===== src/rtl/pio_bridge_pkg.sv =====
package pio_bridge_pkg;
  localparam int DATA_W = 32;

  typedef enum logic [1:0] {
    SZ_BYTE = 2'd0,
    SZ_HALF = 2'd1,
    SZ_WORD = 2'd2,
    SZ_RSVD = 2'd3
  } acc_size_e;

  typedef enum logic [1:0] {
    ST_IDLE = 2'd0,
    ST_IO   = 2'd1,
    ST_IACK = 2'd2,
    ST_RESP = 2'd3
  } xact_state_e;

  // Endian lane reorder for one access size; unused upper lanes are zero.
  function automatic logic [DATA_W-1:0] lane_order(input logic [DATA_W-1:0] d,
                                                   input logic [1:0] sz);
    logic [DATA_W-1:0] r;
    r = '0;
    case (sz)
      SZ_BYTE: r[7:0]  = d[7:0];
      SZ_HALF: r[15:0] = {d[7:0], d[15:8]};
      SZ_WORD: r       = {d[7:0], d[15:8], d[23:16], d[31:24]};
      default: r       = '0;
    endcase
    return r;
  endfunction
endpackage


===== src/rtl/pio_addr_decode.sv =====
module pio_addr_decode #(
  parameter logic [31:0] IO_BASE   = 32'h8000_0000,
  parameter int          IO_AW     = 16,
  parameter logic [31:0] IACK_ADDR = 32'hBFFF_FFF0
) (
  input  logic [31:0]      addr,
  input  logic [1:0]       size,
  output logic             hit_io,
  output logic             hit_iack,
  output logic             iack_live,
  output logic             size_bad,
  output logic [IO_AW-1:0] port_addr
);
  import pio_bridge_pkg::*;
  localparam int IACK_AW = 2;

  logic [31:0] offs;
  assign offs      = addr - IO_BASE;
  assign hit_io    = (addr[31:IO_AW] == IO_BASE[31:IO_AW]);
  assign hit_iack  = (addr[31:IACK_AW] == IACK_ADDR[31:IACK_AW]);
  assign iack_live = hit_iack && (addr[IACK_AW-1:0] == IACK_ADDR[IACK_AW-1:0]);
  assign size_bad  = (size == SZ_RSVD);
  assign port_addr = offs[IO_AW-1:0];
endmodule


===== src/rtl/pio_lane_swap.sv =====
module pio_lane_swap (
  input  logic [31:0] din,
  input  logic [1:0]  size,
  output logic [31:0] dout
);
  import pio_bridge_pkg::*;
  assign dout = lane_order(din, size);
endmodule


===== src/rtl/pio_xact_ctrl.sv =====
module pio_xact_ctrl #(
  parameter int IO_AW = 16,
  parameter int VEC_W = 8
) (
  input  logic             clk,
  input  logic             rst_n,
  input  logic             cpu_rd,
  input  logic             cpu_wr,
  input  logic [1:0]       cpu_size,
  input  logic             hit_io,
  input  logic             hit_iack,
  input  logic             iack_live,
  input  logic             size_bad,
  input  logic [IO_AW-1:0] port_addr,
  input  logic [31:0]      wdata_sw,
  input  logic [31:0]      rdata_sw,
  input  logic             io_ready,
  input  logic [VEC_W-1:0] iack_vec,
  output logic [IO_AW-1:0] io_addr,
  output logic [31:0]      io_wdata,
  output logic [1:0]       io_size,
  output logic             io_rd,
  output logic             io_wr,
  output logic             iack_req,
  output logic [31:0]      cpu_rdata,
  output logic             cpu_busy,
  output logic             cpu_done,
  output logic             cpu_miss,
  output logic             evt_accept,
  output logic             evt_io_end
);
  import pio_bridge_pkg::*;

  xact_state_e state;
  logic        dir_rd;
  logic        miss_d;

  assign evt_accept = (state == ST_IDLE) && (cpu_rd || cpu_wr);
  assign evt_io_end = (state == ST_IO) && io_ready;
  assign miss_d     = size_bad || (!hit_io && !hit_iack);
  assign io_rd      = (state == ST_IO) && dir_rd;
  assign io_wr      = (state == ST_IO) && !dir_rd;
  assign iack_req   = (state == ST_IACK);
  assign cpu_busy   = (state != ST_IDLE);
  assign cpu_done   = (state == ST_RESP);

  always_ff @(posedge clk) begin
    if (!rst_n) begin
      state     <= ST_IDLE;
      dir_rd    <= 1'b0;
      io_addr   <= '0;
      io_wdata  <= '0;
      io_size   <= '0;
      cpu_rdata <= '0;
      cpu_miss  <= 1'b0;
    end else begin
      case (state)
        ST_IDLE: if (evt_accept) begin
          cpu_rdata <= '0;
          cpu_miss  <= miss_d;
          dir_rd    <= cpu_rd;
          if (miss_d) begin
            state <= ST_RESP;
          end else if (hit_io) begin
            io_addr  <= port_addr;
            io_wdata <= wdata_sw;
            io_size  <= cpu_size;
            state    <= ST_IO;
          end else if (cpu_rd && iack_live) begin
            state <= ST_IACK;
          end else begin
            state <= ST_RESP;
          end
        end
        ST_IO: if (io_ready) begin
          if (dir_rd) cpu_rdata <= rdata_sw;
          state <= ST_RESP;
        end
        ST_IACK: begin
          cpu_rdata <= {{(32-VEC_W){1'b0}}, iack_vec};
          state     <= ST_RESP;
        end
        default: state <= ST_IDLE;
      endcase
    end
  end
endmodule


===== src/rtl/pio_window_bridge.sv =====
module pio_window_bridge #(
  parameter logic [31:0] IO_BASE   = 32'h8000_0000,
  parameter int          IO_AW     = 16,
  parameter logic [31:0] IACK_ADDR = 32'hBFFF_FFF0,
  parameter int          VEC_W     = 8
) (
  input  logic             clk,
  input  logic             rst_n,
  input  logic [31:0]      cpu_addr,
  input  logic [31:0]      cpu_wdata,
  input  logic [1:0]       cpu_size,
  input  logic             cpu_rd,
  input  logic             cpu_wr,
  output logic [31:0]      cpu_rdata,
  output logic             cpu_busy,
  output logic             cpu_done,
  output logic             cpu_miss,
  output logic [IO_AW-1:0] io_addr,
  output logic [31:0]      io_wdata,
  output logic [1:0]       io_size,
  output logic             io_rd,
  output logic             io_wr,
  input  logic             io_ready,
  input  logic [31:0]      io_rdata,
  output logic             iack_req,
  input  logic [VEC_W-1:0] iack_vec
);
  logic             hit_io, hit_iack, iack_live, size_bad;
  logic [IO_AW-1:0] port_addr;
  logic [31:0]      wdata_sw, rdata_sw;
  logic             evt_accept, evt_io_end;

  pio_addr_decode #(.IO_BASE(IO_BASE), .IO_AW(IO_AW), .IACK_ADDR(IACK_ADDR)) u_dec (
    .addr(cpu_addr), .size(cpu_size), .hit_io(hit_io), .hit_iack(hit_iack),
    .iack_live(iack_live), .size_bad(size_bad), .port_addr(port_addr)
  );

  pio_lane_swap u_wswap (.din(cpu_wdata), .size(cpu_size), .dout(wdata_sw));
  pio_lane_swap u_rswap (.din(io_rdata),  .size(io_size),  .dout(rdata_sw));

  pio_xact_ctrl #(.IO_AW(IO_AW), .VEC_W(VEC_W)) u_ctrl (
    .clk(clk), .rst_n(rst_n), .cpu_rd(cpu_rd), .cpu_wr(cpu_wr), .cpu_size(cpu_size),
    .hit_io(hit_io), .hit_iack(hit_iack), .iack_live(iack_live), .size_bad(size_bad),
    .port_addr(port_addr), .wdata_sw(wdata_sw), .rdata_sw(rdata_sw),
    .io_ready(io_ready), .iack_vec(iack_vec), .io_addr(io_addr), .io_wdata(io_wdata),
    .io_size(io_size), .io_rd(io_rd), .io_wr(io_wr), .iack_req(iack_req),
    .cpu_rdata(cpu_rdata), .cpu_busy(cpu_busy), .cpu_done(cpu_done),
    .cpu_miss(cpu_miss), .evt_accept(evt_accept), .evt_io_end(evt_io_end)
  );
endmodule


===== config.mk =====
export PLATFORM = sky130hd
export DESIGN_NAME = pio_window_bridge
export DESIGN_NICKNAME = d
export VERILOG_FILES = /design/src/rtl/pio_bridge_pkg.sv /design/src/rtl/pio_addr_decode.sv /design/src/rtl/pio_lane_swap.sv /design/src/rtl/pio_xact_ctrl.sv /design/src/rtl/pio_window_bridge.sv
export SDC_FILE = /design/constraint.sdc
export NUM_CORES = 1
export LEC_CHECK = 0
export CAP_MARGIN = 20
export CORE_MARGIN = 2
export CORE_UTILIZATION = 45
export CTS_BUF_LIST = sky130_fd_sc_hd__clkbuf_8
export CTS_CLUSTER_DIAMETER = 50
export DETAILED_ROUTE_END_ITERATION = 10
export PLACE_DENSITY = 0.88
export SYNTH_ARGS = -nofsm -noshare
export SYNTH_HDL_FRONTEND = slang
export SYNTH_SLANG_ARGS = --single-unit

===== constraint.sdc =====
create_clock -name clk -period 5.4 [get_ports clk]
set_input_delay 1.35 -clock clk [delete_from_list [all_inputs] [get_ports clk]]
set_output_delay 1.35 -clock clk [all_outputs]
set_load 0.1 [all_outputs]

* Word level (Yosys, flattened, before mapping)
Index checks and enable logic that the tools add are counted.
** Operators by class
- Reductions and logical operators :: 21
- Bitwise operators :: 1
- Multiplexer cells :: 16
- $add $sub $neg :: 1
- Equal/unequal tests :: 13
** Operators by type and width (count)
- $mux W32 :: 3
- $pmux W32 S3 :: 1
- $pmux W8 S3 :: 2
- $mux W16 :: 2
- $pmux W8 S2 :: 2
- $eq A30 B30 Y1 const B :: 1
- $eq A16 B16 Y1 const B :: 1
- $sub A16 B1 Y16 const B :: 1
- $eq A2 B2 Y1 const B :: 5
- $logic_not A2 Y1 :: 4
- $mux W2 :: 4
- $reduce_and A4 Y1 :: 2
- $eq A2 B1 Y1 const B :: 3
- $logic_and A1 B1 Y1 :: 6
- $pmux W2 S3 :: 1
- $ne A2 B2 Y1 const B :: 2
- $reduce_and A2 Y1 :: 2
- $logic_not A1 Y1 :: 3
- $reduce_bool A3 Y1 :: 1
- $logic_or A1 B1 Y1 :: 2
- $ne A2 B1 Y1 const B :: 1
- $reduce_bool A2 Y1 :: 1
- $mux W1 :: 1
- $not A1 Y1 :: 1
** Word-level totals
- Output and inout bits :: 88
- Register bits :: 86
- Logic and storage cells :: 59
- Input port bits :: 111

* Logic depth before layout (Yosys ltp)
Gate-level depths: netlist of run 1.
- Word-level depth :: 8
- Depth in mapped cells :: 8
- Gate-level depth less buffers :: 6

* Modules after synthesis
Synthesis of run 1 repeated with hierarchy kept, for this count alone.
** Second synthesis, totals
- Cell total of the unflattened synthesis :: 575
- Area, all modules :: 4680.7 sq um
** Modules (own cells, without submodules)
- pio_xact_ctrl :: cells each 417, sequential area each 1721.7 sq um, area an instance 3577.2 sq um, instances 1
- pio_lane_swap :: cells each 61, sequential area each 0.0 sq um, area an instance 425.4 sq um, instances 2
- pio_addr_decode :: cells each 36, sequential area each 0.0 sq um, area an instance 252.7 sq um, instances 1

* Least setup slack after synthesis of run 1
OpenSTA, ideal clock, no wires.
- Path type :: register to output
- Start :: register u_ctrl.state[1]
- End :: output io_wr
- Buffers on the path :: 0
- Required time :: 4050 ps
- Cell stages (with the launch flop) :: 4
- Path slack :: 1957 ps
- Data arrival time :: 2093 ps
- Cells stage by stage :: dfxtp_1 -> inv_1 -> ha_1 -> nor2b_1
** Between the ends
- Cells in the longest elaborated chain, start to end :: 2
** RTL lines
- start: declaration :: line pio_xact_ctrl.sv:34 : xact_state_e state;
- start signal: assignment :: line pio_xact_ctrl.sv:49 : state <= ST_IDLE;
- start signal: assignment :: line pio_xact_ctrl.sv:63 : state <= ST_RESP;
- start signal: assignment :: line pio_xact_ctrl.sv:68 : state <= ST_IO;
- $eq A2 B1 Y1
- $logic_and A1 B1 Y1 :: line pio_xact_ctrl.sv:42 : assign io_wr = (state == ST_IO) && !dir_rd;
- end: declaration :: line pio_window_bridge.sv:22 : output logic io_wr,
Every way passes these cells.

* Worst setup path after layout of run 1
Ends and elaborated chain as after synthesis.

==> out/metrics.json, run 1 <==
{
  "yosys": {
    "mean_post_synth_cell_area_um2": 8.411,
    "ys.warnings.count": 0,
    "combined_area_of_all_synthesized_cells_um2": 4054,
    "synth_sequential_area_ratio": 0.4247,
    "ys_ff_latch": 86,
    "post_synth_num_cell_types": 41,
    "postSynth.asyncResetShare": 0,
    "yosys_most_used_dff": "dfxtp_1",
    "synth_edf_count": 0,
    "syn-instance-count": 482,
    "synth.net_count": 605
  },
  "floorplan": {
    "die-height_um": 98.92,
    "core_um2": 8721,
    "chipWidth_um": 98.92,
    "core.rowCount": 34,
    "floorplan.initialDensity": 0.4648,
    "die-area_um2": 9784,
    "io-pin-count": 199
  },
  "place": {
    "detailed_place_hpwl_um": 10410,
    "placement.cell_area_um2": 5986,
    "place.detailed.instances": 743,
    "numPortBuffers": 198,
    "dp_slack_ns": 1.566,
    "gp_routability_congestion": 0.9590
  },
  "routing": {
    "drc": 0,
    "drt-pass1-iter-count": 8,
    "wl_um": 14410,
    "antenna_left": 0,
    "viasPerCell": 6.072,
    "route.vias.total": 4609,
    "wl_per_cell_um": 18.99,
    "initialDrtViolationCount": 288
  },
  "clock_network": {
    "post_cts_resized": 0,
    "cts-root-buf": "clkbuf_8",
    "tritoncts_num_sinks": 86,
    "cts.repair_timing.setup_buffer_count": 0,
    "cts-root-to-sink-buffers": 2,
    "number_of_h_tree_levels": 3,
    "cts_tree": "done",
    "worst_skew_pair.late_latency_ns": 0.34,
    "ctsHoldBuffers": 0,
    "clkTransAtPathRegs_ns": 0.09,
    "cts_made_buffers": 9
  },
  "power_and_ir_drop": {
    "power_uw": 2256,
    "cellLeakagePower_uw": 0.002113,
    "power_density_nw_per_um2": 361.1,
    "vdd.ir_drop.worst_mv": 0.2815
  },
  "cells_and_area": {
    "filler_cell_count": 629,
    "finalNonFillerCells": 759,
    "ant_diodes": 0,
    "drive_above_1_share": 0.04916,
    "finalInstanceArea_um2": 6247,
    "layout_common_cells": "clkdlybuf4s50_1, dfxtp_1, a21oi_1, nand3_1, o21ai_0",
    "syn2layout_area_growth_pct": 54.10,
    "layout.cells.most_common": "clkdlybuf4s50_1",
    "fin_nets": 769
  },
  "setup_path": {
    "worstPathArrival_ns": 2.56,
    "critical_path_peak_fanout": 6,
    "crit_path_start_kind": "register",
    "r2r_slack_ns": 2.95,
    "crit_path_kind": "register to primary output",
    "crit_end_element": "primary output",
    "required_ns": 4.05
  },
  "sta": {
    "fin_ws_ns": 1.492,
    "final.period_utilization": 0.7237,
    "tightestPinTransition_ns": 1.080,
    "final-setup-viol-count": 0,
    "max_freq_ghz": 0.2559,
    "tns_ns": 0,
    "finalClockSkew_ns": 0.005306,
    "finalCriticalPeriod_ns": 3.908,
    "timing.final.hold_violations": 0,
    "rsz0062_at_grt": "false",
    "slew_viol_final": 0,
    "max_slew_headroom": 0.2782
  },
  "global_route": {
    "globalRouteOverflowTotal": 0,
    "vias_in_the_first_global_route": 4583,
    "antenna_violations_before_repair": 0,
    "global_route_wire_length_before_repair_um": 22710,
    "maximum_number_of_pins_on_one_net_before_global_route_repair": 51,
    "gr-usage-all-layers": 0.2864
  },
  "job": {
    "max_cap_viol_count": 0
  },
  "worst_hold_path": {
    "hold_class": "register to register"
  },
  "outcome": {
    "outcome": "finished clean"
  }
}
## layout make-up
| class | count | area [um2] | area share |
|---|---|---|---|
| multi-input combinational | 336 | 2068 | 0.3311 |
| timing repair buffer | 204 | 2027 | 0.3245 |
| sequential | 86 | 1722 | 0.2756 |
| clock inverter | 7 | 137.6 | 0.02203 |
| tap | 108 | 135.1 | 0.02163 |
| clock buffer | 9 | 123.9 | 0.01983 |
| inverter | 9 | 33.78 | 0.005408 |
## critical path, cell delays in order, from the launching register on
cell and delay, ns:
dfxtp_1 0.34, inv_1 0.08, ha_1 0.24, nor2b_1 0.35, clkdlybuf4s50_1 1.21
## power by group
part	switching [uW]	internal, uW	leakage, uW
Combinational	706	266	0.00128
Sequential	26.8	676	0.000695
Clock	228	353	0.000135
Total	961	1290	0.00211
## synthesized netlist by cell type (3+ instances only)
cell type  count  share of area
nor4_1         3         0.0046
a222oi_1      16          0.040
o21ai_1        6         0.0074
buf_2         15          0.019
nor3_1         8         0.0099
a22o_1        16          0.035
nand4_1       30          0.046
clkbuf_1      30          0.028
o21ai_0       37          0.046
nand3_1       42          0.052
nor2_1        18          0.017
nand2_1       27          0.025
buf_6          3         0.0083
ha_1          12          0.037
a211oi_1      16          0.030
a21oi_1       77          0.095
nor4_2         3         0.0093
inv_1          9         0.0083
dfxtp_1       86           0.42
## path summary, 6_finish.rpt
check | startpoint | end | cells past startpoint
setup / recovery | u_ctrl.state[1] | io_wr | 4
hold reg to reg | u_ctrl.cpu_rdata[30] | u_ctrl.cpu_rdata[30] | 2
hold / removal | u_ctrl.cpu_rdata[30] | u_ctrl.cpu_rdata[30] | 2
setup reg to reg | u_ctrl.state[0] | u_ctrl.io_wdata[10] | 7
## state kept, by name, summed over array words and instances, names as in the netlist
signal,flops
u_ctrl.cpu_rdata,32
u_ctrl.io_wdata,32
u_ctrl.io_addr,16
u_ctrl.io_size,2
u_ctrl.state,2
u_ctrl.cpu_miss,1
u_ctrl.dir_rd,1
## through the flow
step	util	hold WS [ns]
floorplan	-	0.4791
global placement	0.6864	0.4383
detailed placement	0.6864	0.4485
global route	0.7164	0.4794
CTS	0.7164	0.4596
finish	0.7164	0.4575
## logic make-up after synthesis
group / after synthesis / share of synthesized area
mux: 2 / 0.004938
buf+inv: 60 / 0.06697
fa+ha+maj: 12 / 0.03704
simple gates: 148 / 0.1966
compound gates: 174 / 0.2698
flops: 86 / 0.4247
## routing by layer
layer	track usage	vias to the layer above	part of all wire
li1	-	2134	-
met4	0.1338	0	0.027
met1	0.3420	2150	0.37
met2	0.4725	290	0.48
met3	0.08582	35	0.12
met5	0	-	0
Power figures use the tool's default switching activity.
==> run 2: changes to the inputs <==
--- a/config.mk
+++ b/config.mk
@@ -7,11 +7,11 @@
 export LEC_CHECK = 0
 export CAP_MARGIN = 20
 export CORE_MARGIN = 2
-export CORE_UTILIZATION = 45
+export CORE_UTILIZATION = 42
 export CTS_BUF_LIST = sky130_fd_sc_hd__clkbuf_8
 export CTS_CLUSTER_DIAMETER = 50
 export DETAILED_ROUTE_END_ITERATION = 10
-export PLACE_DENSITY = 0.88
+export PLACE_DENSITY = 0.83
 export SYNTH_ARGS = -nofsm -noshare
 export SYNTH_HDL_FRONTEND = slang
 export SYNTH_SLANG_ARGS = --single-unit
==> constraint.sdc (replaced) <==
create_clock -name clk -period 4 [get_ports clk]
set_input_delay 1 -clock clk [delete_from_list [all_inputs] [get_ports clk]]
set_output_delay 1 -clock clk [all_outputs]
set_load 0.1 [all_outputs]
==> run 2 against run 1 <==
Clock-buffer cell count grew 1; clock skew grew 0.0051 ns; power grew 24%; global-route usage shrank 2.8 points; sequential cell count is the same; die area grew 6.8%; via count shrank 0.65%; sequential share of layout area grew 0.28 points; highest routed layer unchanged.
==> out/metrics.json, run 2 (synthesis gave the netlist of run 1 again) <==
{
  "cells_and_area": {
    "syn2layout_area_growth_pct": 52.56,
    "layout.cells.most_common": "clkdlybuf4s50_1",
    "final_core_util": 0.6662,
    "biggestRegsByFlops": "u_ctrl.cpu_rdata: 32 flops, u_ctrl.io_wdata: 32 flops, u_ctrl.io_addr: 16 flops",
    "ant_diodes": 0,
    "drive_above_1_share": 0.05692,
    "filler_cell_count": 745,
    "fin_nets": 769,
    "combined_flip_flop_and_latch_cell_area_um2": 1722,
    "multiInputGateArea_um2": 2068,
    "layout_common_cells": "clkdlybuf4s50_1, dfxtp_1, a21oi_1, nand3_1, o21ai_0",
    "finalInstanceArea_um2": 6185
  },
  "clock_network": {
    "cts.repair_timing.setup_buffer_count": 0,
    "cts-root-buf": "clkbuf_8",
    "cts-root-to-sink-buffers": 2,
    "worst_skew_pair.late_latency_ns": 0.34,
    "post_cts_resized": 0,
    "ctsHoldBuffers": 0,
    "number_of_h_tree_levels": 3,
    "cts_tree": "done",
    "clkTransAtPathRegs_ns": 0.09,
    "tritoncts_num_sinks": 86,
    "cts_made_buffers": 9
  },
  "setup_path": {
    "crit_path_start_kind": "primary input",
    "crit_end_element": "register",
    "critical_path_peak_fanout": 26,
    "critPathLaunch": "cpu_size[1]",
    "required_ns": 4.27,
    "worstPathArrival_ns": 3.26,
    "worstRegToRegCells": 7,
    "r2r_slack_ns": 1.58,
    "worst_r2r_startpoint": "u_ctrl.state[0]",
    "critical_path.reg2reg.endpoint": "u_ctrl.io_addr[10]",
    "crit_path_kind": "primary input to register"
  },
  "power_and_ir_drop": {
    "vdd.ir_drop.worst_mv": 0.4603,
    "cellLeakagePower_uw": 0.002079,
    "power_density_nw_per_um2": 453.5
  },
  "worst_hold_path": {
    "holdPathEnd": "u_ctrl.cpu_rdata[19]",
    "timing.hold.worst.start": "u_ctrl.cpu_rdata[19]",
    "holdPathStages": 2,
    "hold_class": "register to register"
  },
  "global_route": {
    "vias_in_the_first_global_route": 4262,
    "maximum_number_of_pins_on_one_net_before_global_route_repair": 52,
    "globalRouteOverflowTotal": 0,
    "global_route_wire_length_before_repair_um": 21240,
    "antenna_violations_before_repair": 0,
    "gr-usage-all-layers": 0.2583
  },
  "sta": {
    "max_slew_headroom": 0.2940,
    "final-setup-viol-count": 0,
    "tightestPinTransition_ns": 1.059,
    "slew_viol_final": 0,
    "finalCriticalPeriod_ns": 2.990,
    "fin_ws_ns": 1.010,
    "max_freq_ghz": 0.3344,
    "timing.final.hold_violations": 0,
    "tns_ns": 0,
    "rsz0062_at_grt": "false",
    "whs_ns": 0.4563,
    "finalClockSkew_ns": 0.01037,
    "final.period_utilization": 0.7476
  },
  "floorplan": {
    "core.rowCount": 35,
    "die-area_um2": 10450,
    "io-pin-count": 199,
    "die-height_um": 102.2,
    "chipWidth_um": 102.2,
    "core_um2": 9284,
    "floorplan.initialDensity": 0.4367
  },
  "place": {
    "gp_routability_congestion": 0.9214,
    "dp_slack_ns": 0.7224,
    "numPortBuffers": 198,
    "detailed_place_hpwl_um": 10200,
    "placement.cell_area_um2": 6012
  },
  "routing": {
    "viasPerCell": 5.878,
    "drt-pass1-iter-count": 5,
    "drc": 0,
    "antenna_left": 0,
    "initialDrtViolationCount": 304,
    "wl_per_cell_um": 18.01,
    "route.vias.total": 4579,
    "wl_um": 14030
  },
  "job": {
    "max_cap_viol_count": 0
  },
  "outcome": {
    "outcome": "finished clean"
  }
}
## run 2: cell types whose count changed in the layout (fill, tap and decap cells not counted), sizes merged
cell | before | now
clkinvlp | 0 | 1
bufinv | 4 | 0
clkinv | 2 | 3
buf | 6 | 11
clkdlybuf4s50 | 198 | 193
clkbuf | 9 | 10
## run 2: final cells by class
cell class                      instances  area share
Sequential cell                        86      0.2784
Inverter                                9    0.005462
Clock buffer                           10     0.02225
Clock inverter                          5    0.005665
Tap cell                              129     0.02610
Multi-Input combinational cell        336      0.3344
Timing Repair Buffer                  204      0.3277
## run 2: through the flow
step / cells / power [uW]
floorplan: 482 / 1943
global placement: 764 / 2242
detailed placement: 764 / 2264
CTS: 779 / 2806
global route: 779 / 2922
finish: 779 / 2805
## run 2: report_power, final
| part | internal, uW | switching (uW) | total, uW |
|---|---|---|---|
| Clock | 241 | 307 | 547 |
| Combinational | 359 | 951 | 1310 |
| Sequential | 912 | 35.4 | 947 |
## run 2: how the worst max path moves through the flow
stage                               endpoint  slack, ns
after CTS                         io_size[0]       1.02
after floorplan                        io_wr       0.91
after global routing      u_ctrl.io_addr[10]       0.89
after detailed placement  u_ctrl.io_addr[10]       0.72
after global placement    u_ctrl.io_addr[13]       0.86
final                     u_ctrl.io_addr[10]       1.01
## run 2: routing by layer
metal,vias to the layer above,wire [um],GRT usage
met3,15,1591,0.05609
met5,-,0,0
li1,2134,-,-
met1,2128,5477,0.3287
met4,0,195,0.07282
met2,302,6768,0.4423
## run 2: worst max-delay path, cell delays in order
cell,delay [ns]
clkdlybuf4s50_1,0.54
ha_1,0.31
or2_1,0.71
buf_4,0.35
o21ai_0,0.16
a21oi_1,0.19
